[config.mk]
export PLATFORM = sky130hd
export DESIGN_NAME = rxirq_ctrl
export DESIGN_NICKNAME = d
export VERILOG_FILES = /design/src/rtl/rxirq_pkg.sv /design/src/rtl/rxirq_classify.sv /design/src/rtl/rxirq_rx_state.sv /design/src/rtl/rxirq_tx_req.sv /design/src/rtl/rxirq_ctrl.sv
export SDC_FILE = /design/constraint.sdc
export NUM_CORES = 1
export LEC_CHECK = 0
export ABC_AREA = 1
export BUFFER_PORTS_ARGS = -buffer_cell sky130_fd_sc_hd__buf_2
export CAP_MARGIN = 20
export CORE_AREA = 5 5 42 44
export DETAILED_ROUTE_END_ITERATION = 12
export DIE_AREA = 0 0 47 49
export PLACE_DENSITY = 0.66
export SYNTH_ARGS = -nofsm -noshare
export SYNTH_HDL_FRONTEND = slang
export SYNTH_SLANG_ARGS = --single-unit
[constraint.sdc]
create_clock -name clk -period 2.1 [get_ports clk]
set_clock_uncertainty 0.15 [all_clocks]
set_input_delay 0.21 -clock clk [delete_from_list [all_inputs] [get_ports clk]]
set_output_delay 0.21 -clock clk [all_outputs]
set_load 0.05 [all_outputs]
[src/rtl/rxirq_pkg.sv]
package rxirq_pkg;

    typedef enum logic [1:0] {
        RXM_OFF   = 2'b00,
        RXM_FIRST = 2'b01,
        RXM_ALL   = 2'b10,
        RXM_SPEC  = 2'b11
    } rx_mode_e;

    typedef enum logic [1:0] {
        VEC_NONE    = 2'b00,
        VEC_DATA    = 2'b10,
        VEC_SPECIAL = 2'b11
    } vec_code_e;

    // one received character after sync filtering
    typedef struct packed {
        logic valid;
        logic overrun;
        logic framing;
        logic eof;
        logic parity;
    } rx_event_t;

    // classification of that character
    typedef struct packed {
        logic special;
        logic eof_buffered;
        logic data_char;
        logic parity_seen;
        logic overrun_seen;
    } rx_class_t;

    function automatic logic mode_locks(rx_mode_e m);
        return (m == RXM_FIRST) || (m == RXM_SPEC);
    endfunction

    function automatic vec_code_e vec_select(logic spec, logic data);
        if (spec)      return VEC_SPECIAL;
        else if (data) return VEC_DATA;
        else           return VEC_NONE;
    endfunction

endpackage

[src/rtl/rxirq_classify.sv]
module rxirq_classify
    import rxirq_pkg::*;
(
    input  rx_event_t ev,
    input  logic      par_en,
    input  logic      par_special,
    input  logic      sdlc,
    input  logic      fsbuf,
    output rx_class_t cls
);
    logic eof_buf;
    logic par_counts;

    always_comb begin
        eof_buf          = ev.eof & sdlc & fsbuf;
        par_counts       = ev.parity & par_en & par_special;
        cls.eof_buffered = ev.valid & eof_buf;
        cls.special      = ev.valid & (ev.overrun | ev.framing | par_counts
                                       | (ev.eof & ~eof_buf));
        cls.data_char    = ev.valid;
        cls.parity_seen  = ev.valid & ev.parity & par_en;
        cls.overrun_seen = ev.valid & ev.overrun;
    end
endmodule

[src/rtl/rxirq_rx_state.sv]
module rxirq_rx_state
    import rxirq_pkg::*;
(
    input  logic      clk,
    input  logic      rst,
    input  rx_class_t cls,
    input  rx_mode_e  mode,
    input  logic      fifo_nempty,
    input  logic      err_reset,
    input  logic      rearm,
    input  logic      chan_reset,
    output logic      spec_q,
    output logic      lock_q,
    output logic      data_q,
    output logic      ovr_q,
    output logic      par_q,
    output rx_mode_e  mode_q
);
    logic arm_q;
    logic leaving, clr_cond;
    logic spec_d, lock_d, data_d, ovr_d, par_d, arm_d, data_set;

    always_comb begin
        leaving  = (mode == RXM_OFF) && (mode_q != RXM_OFF);
        clr_cond = err_reset | chan_reset | leaving;

        spec_d = cls.special | (spec_q & ~clr_cond);
        lock_d = mode_locks(mode) & (cls.special | (lock_q & ~clr_cond));

        if (chan_reset || rearm)
            arm_d = 1'b1;
        else if (cls.data_char && mode == RXM_FIRST)
            arm_d = 1'b0;
        else
            arm_d = arm_q;

        unique case (mode)
            RXM_ALL:   data_set = fifo_nempty;
            RXM_FIRST: data_set = arm_q & cls.data_char;
            RXM_SPEC:  data_set = cls.eof_buffered;
            default:   data_set = 1'b0;
        endcase
        data_d = (mode != RXM_OFF) & ~chan_reset
                 & (data_set | (data_q & fifo_nempty));

        ovr_d = cls.overrun_seen | (ovr_q & ~err_reset);
        par_d = cls.parity_seen  | (par_q & ~err_reset);
    end

    always_ff @(posedge clk) begin
        if (rst) begin
            spec_q <= 1'b0;
            lock_q <= 1'b0;
            data_q <= 1'b0;
            ovr_q  <= 1'b0;
            par_q  <= 1'b0;
            arm_q  <= 1'b1;
            mode_q <= RXM_OFF;
        end else begin
            spec_q <= spec_d;
            lock_q <= lock_d;
            data_q <= data_d;
            ovr_q  <= ovr_d;
            par_q  <= par_d;
            arm_q  <= arm_d;
            mode_q <= mode;
        end
    end
endmodule

[src/rtl/rxirq_tx_req.sv]
module rxirq_tx_req (
    input  logic clk,
    input  logic rst,
    input  logic tx_ie,
    input  logic tx_empty,
    input  logic tx_write,
    output logic tx_irq
);
    logic empty_q;
    logic req_d;

    always_comb begin
        req_d = tx_ie & ((tx_empty & ~empty_q) | (tx_irq & ~tx_write));
    end

    always_ff @(posedge clk) begin
        if (rst) begin
            empty_q <= 1'b0;
            tx_irq  <= 1'b0;
        end else begin
            empty_q <= tx_empty;
            tx_irq  <= req_d;
        end
    end
endmodule

[src/rtl/rxirq_ctrl.sv]
module rxirq_ctrl
    import rxirq_pkg::*;
(
    input  logic       clk,
    input  logic       rst,
    input  logic       chan_reset,
    input  logic       push,
    input  logic       push_ovr,
    input  logic       push_frm,
    input  logic       push_eof,
    input  logic       push_par,
    input  logic       push_sync,
    input  logic       fifo_nempty,
    input  logic       cmd_err_reset,
    input  logic       cmd_rearm,
    input  logic [1:0] cfg_mode,
    input  logic       cfg_par_en,
    input  logic       cfg_par_special,
    input  logic       cfg_sdlc,
    input  logic       cfg_fsbuf,
    input  logic       cfg_tx_ie,
    input  logic       tx_empty,
    input  logic       tx_write,
    output logic       rx_irq,
    output logic       tx_irq,
    output logic       fifo_lock,
    output logic       stat_ovr,
    output logic       stat_par,
    output logic [1:0] vec_code
);
    rx_event_t ev;
    rx_class_t cls;
    rx_mode_e  mode_in, mode_q;
    logic      spec_q, data_q;

    always_comb begin
        mode_in    = rx_mode_e'(cfg_mode);
        ev.valid   = push & ~push_sync;
        ev.overrun = push_ovr;
        ev.framing = push_frm;
        ev.eof     = push_eof;
        ev.parity  = push_par;
    end

    rxirq_classify u_classify (
        .ev          (ev),
        .par_en      (cfg_par_en),
        .par_special (cfg_par_special),
        .sdlc        (cfg_sdlc),
        .fsbuf       (cfg_fsbuf),
        .cls         (cls)
    );

    rxirq_rx_state u_state (
        .clk         (clk),
        .rst         (rst),
        .cls         (cls),
        .mode        (mode_in),
        .fifo_nempty (fifo_nempty),
        .err_reset   (cmd_err_reset),
        .rearm       (cmd_rearm),
        .chan_reset  (chan_reset),
        .spec_q      (spec_q),
        .lock_q      (fifo_lock),
        .data_q      (data_q),
        .ovr_q       (stat_ovr),
        .par_q       (stat_par),
        .mode_q      (mode_q)
    );

    rxirq_tx_req u_tx (
        .clk      (clk),
        .rst      (rst),
        .tx_ie    (cfg_tx_ie),
        .tx_empty (tx_empty),
        .tx_write (tx_write),
        .tx_irq   (tx_irq)
    );

    always_comb begin
        rx_irq   = (mode_q != RXM_OFF) & (spec_q | data_q);
        vec_code = vec_select(spec_q, data_q);
    end
endmodule

-- Word-level counts from Yosys, hierarchy flattened
Cells that the tools add are included.
Widths: inputs -> output; s select.
- equality and inequality tests: 3
- multiplexer cells: 3
- bitwise gates (word level): 43
- reductions and logical operators: 8
- operators with widths (kind ; number):
    $and 1x1->1 ; 24
    $or 1x1->1 ; 12
    $not 1->1 ; 7
    $eq 2x2->1 const B ; 2
    $mux 2 ; 2
    $reduce_bool 2->1 ; 2
    $pmux 1 s3 ; 1
    $eq 2x1->1 const B ; 1
    $logic_and 1x1->1 ; 2
    $logic_not 2->1 ; 1
    $logic_or 1x1->1 ; 2
    $reduce_or 2->1 ; 1
- register bits after elaboration: 10
- bits of input ports: 21
- output and inout port bits: 7
- logic and storage cells: 66

-- Longest topological paths before layout
- word-level depth: 8
- mapped depth: 6
- depth with buffers taken out: 6

-- Hierarchy
A second synthesis with hierarchy kept.
- cell total of the unflattened synthesis: 72
- area, all modules: 473.0 sq um
- modules (own cells, without submodules) (module ; times used ; cells each ; area an instance (sq um) ; sequential area each (sq um)):
    rxirq_rx_state ; 1 ; 41 ; 302.8 ; 160.2
    rxirq_tx_req ; 1 ; 11 ; 78.8 ; 40.0
    rxirq_classify ; 1 ; 13 ; 58.8 ; 0.0
    rxirq_ctrl ; 1 ; 7 ; 32.5 ; 0.0

-- Least setup slack after synthesis
Ideal clock, no wire load.
- kind: reg2out
- start point: register u_state.mode_q[0]
- end point: output rx_irq
- arrival: 0.792 ns
- data required time: 1.740 ns
- slack: 0.948 ns
- cell stages (with the launch flop): 4
- path buffers: 0
- cell sequence: dfxtp_1 -> inv_1 -> nand2_1 -> o21a_1
- cells in the longest elaborated chain, start to end: 2
- RTL lines (element ; RTL line ; RTL):
    from (decl) ; rxirq_rx_state.sv:17 ; output rx_mode_e mode_q
    from (signal assigned) ; rxirq_rx_state.sv:66 ; mode_q <= mode;
    $reduce_bool 2->1 ; rxirq_ctrl.sv:81 ; rx_irq = (mode_q != RXM_OFF) & (spec_q | data_q);
    $and 1x1->1 ; rxirq_ctrl.sv:81 ;
    to (decl) ; rxirq_ctrl.sv:24 ; output logic rx_irq,
No other way between the ends.

-- Worst setup path after layout
- start point: register u_state.data_q
- end point: output vec_code[1]
- cells in the longest elaborated chain, start to end: 2
- RTL lines (element ; RTL line ; RTL):
    from (decl) ; rxirq_rx_state.sv:14 ; output logic data_q,
    from (signal assigned) ; rxirq_rx_state.sv:62 ; data_q <= data_d;
    $mux 2 ; rxirq_pkg.sv:40 ; else if (data) return VEC_DATA;
    $mux 2 ; rxirq_pkg.sv:39 ; if (spec) return VEC_SPECIAL;
    to (decl) ; rxirq_ctrl.sv:29 ; output logic [1:0] vec_code
No other way between the ends.

==> qor.csv <==
metric,value,unit
status,finished clean,
ys_top_cells_by_count,"14 x nand2_1, 10 x dfxtp_1, 9 x inv_1, 7 x nand3_1, 7 x nor2_1",
crit_family,flip-flops,
synthToLayoutAreaGrowth,36.68,%
grt_pass1_vias,495,
maxSlewHeadroom,83.23,%
timing.rr.end,u_state.data_q,
via_per_inst,4.413,
numCtsBuffers,3,
root_buffer,clkbuf_4,
syn_inst,64,
yosys_warnings,0,
cts_repair_resize_count,0,
drive_above_1_share,39.78,%
cpMaxStageDelayCell,dfxtp_1,
vias,481,
start_util,32.86,%
htree_levels,1,
die_h,49,um
fin_crit,1429,ps
yosys.area.top_type,dfxtp_1,
worst_ep_arrival_time,1070,ps
ff2ff_setup_slack,1100,ps
hold_violations,0,
synth.area.top_cells,"dfxtp_1 43%, nand2_1 11%, nand3_1 7.6%",
wl_per_cell,10.04,um
crit_chain,or2_2 -> buf_2,
place_congestion,0.7322,
fin_cells,109,
synth_top_area_share,43.48,%
cp-endpoint,vec_code[1],
netlist_area,460.4,um^2
cts_tree,built,
synth_ff_type,dfxtp_1,
finalSetupViolCount,0,
synth_edf_count,0,
avgSynthCellArea,7.194,um^2
endpoint_kind,output port,
drtIter0Drc,4,
cap_violations,0,
grt_max_degree,10,
fp.dieW,47,um
io_buffer_count,27,
fin_ws,671.1,ps
grt-ovfl-total,0,
largest_reg_flops,2,
firstDrtPassIters,3,
reg2reg_depth,3,
routed_wl,1094,um
total_leakage_power,0.3331,nW
syn-num-nets,85,
num_rows,14,
r2r_start,u_state.arm_q,
irDropWorstVdd,521.2,uV
drv_slew,0,
drcViolationCount,0,
crit_cells,2,
top_register,u_state.mode_q,
cts_num_sinks,10,
hp-class,in2reg,
crit_start,u_state.data_q,
critPathMaxStageDelay,320,ps
core-area,0.001401,mm^2
synth_most_common_cell,nand2_1,
nFillCells,169,
grt_use_total,10.33,%
worstPathMaxFanout,3,
crit_required,1740,ps
ant_nets,0,
antenna_found_initial,0,
die-area,0.002303,mm^2
rsz0062_at_grt,no,
synthDistinctLibCells,17,
pin_count,28,
fmax,699.9,MHz
whs,21.64,ps
preCtsSetupSlack,945.4,ps
dp.cells,105,
path_class,reg2out,
critPathBufInv,1,
fin_setup_tns,0,ps
num_antenna_cells,0,
async_reset_ff_share,0,%
worst_pin_slew,253.2,ps
cts.clk_slew.worst_paths,60,ps
startpoint_type,flip-flop,
insertion_delay,260,ps
ys_seq_area_share,43.48,%
clk_path_buf_depth,2,
power_density,642.2,mW/mm^2
fin_nets,116,
timing.final.crit_share,68.04,%
dpl.hpwl,861.4,um
grt_pass1_wl,1787,um
ys_ff_latch,10,
## kinds of logic (layout without fill, tap and decap cells)
| family | Yosys count | count (layout) | share of synthesized area, % |
|---|---|---|---|
| simple gates | 34 | 34 | 33.42 |
| compound gates | 8 | 8 | 10.87 |
| flops | 10 | 10 | 43.48 |
| buf+inv | 12 | 41 | 12.23 |
## power by group
group	leakage (nW)	internal, mW	total, mW	switching (mW)
Clock	0.0138	0.0660	0.127	0.0610
Sequential	0.0820	0.197	0.200	0.00303
Combinational	0.237	0.0298	0.0773	0.0476
## worst reg2reg max path, stage by stage (launching register included)
cell and delay [ps]:
dfxtp_1 310, or2_2 280, nand3_1 100, a21boi_2 50
## worst min path at each step
stage | from | to | cells past startpoint
2_1_floorplan | cmd_rearm | u_state.arm_q | 2
3_3_place_gp | cmd_rearm | u_state.arm_q | 3
3_5_place_dp | cmd_rearm | u_state.arm_q | 3
4_1_cts | cfg_tx_ie | u_tx.tx_irq | 3
5_1_grt | tx_empty | u_tx.empty_q | 3
6_report | tx_empty | u_tx.empty_q | 3
## cell usage in the layout, fill, tap and decap left out, drive strengths merged
master	instances
nor2	9
inv	10
dfxtp	10
or2	2
clkbuf	3
buf	27
o21ai	1
o21a	1
o22ai	1
a21boi	1
nor3	2
a21oi	4
nand3	7
nand2	14
dlygate4sd3	1
## metal layers
layer,up-vias,track usage [%],routed length (um)
li1,260,-,-
met1,202,10.47,405
met2,19,18.33,563
met3,0,6.642,125
met4,0,0,0
met5,-,0,0
## per-stage QoR
step / power [mW] / area (um^2) / util [%]
global route: 0.4255 / 629.4 / 44.91
detailed placement: 0.2802 / 596.8 / 42.59
CTS: 0.4123 / 629.4 / 44.91
floorplan: 0.2524 / 460.4 / -
global placement: 0.2794 / 596.8 / 42.59
finish: 0.4041 / 629.4 / 44.91
## layout make-up
cell class / count / area (um^2) / area share, %
clock buffer: 3 / 22.52 / 3.579
tap: 16 / 20.02 / 3.181
multi-input combinational: 42 / 203.9 / 32.41
inverter: 10 / 37.54 / 5.964
timing repair buffer: 28 / 145.1 / 23.06
sequential: 10 / 200.2 / 31.81
## timing repair
item,4_1_cts,5_1_grt
hold buffers,1,0
buffers inserted,0,0
endpoints found under the hold margin,1,0
No activity file was read; power rests on OpenSTA's default activity.
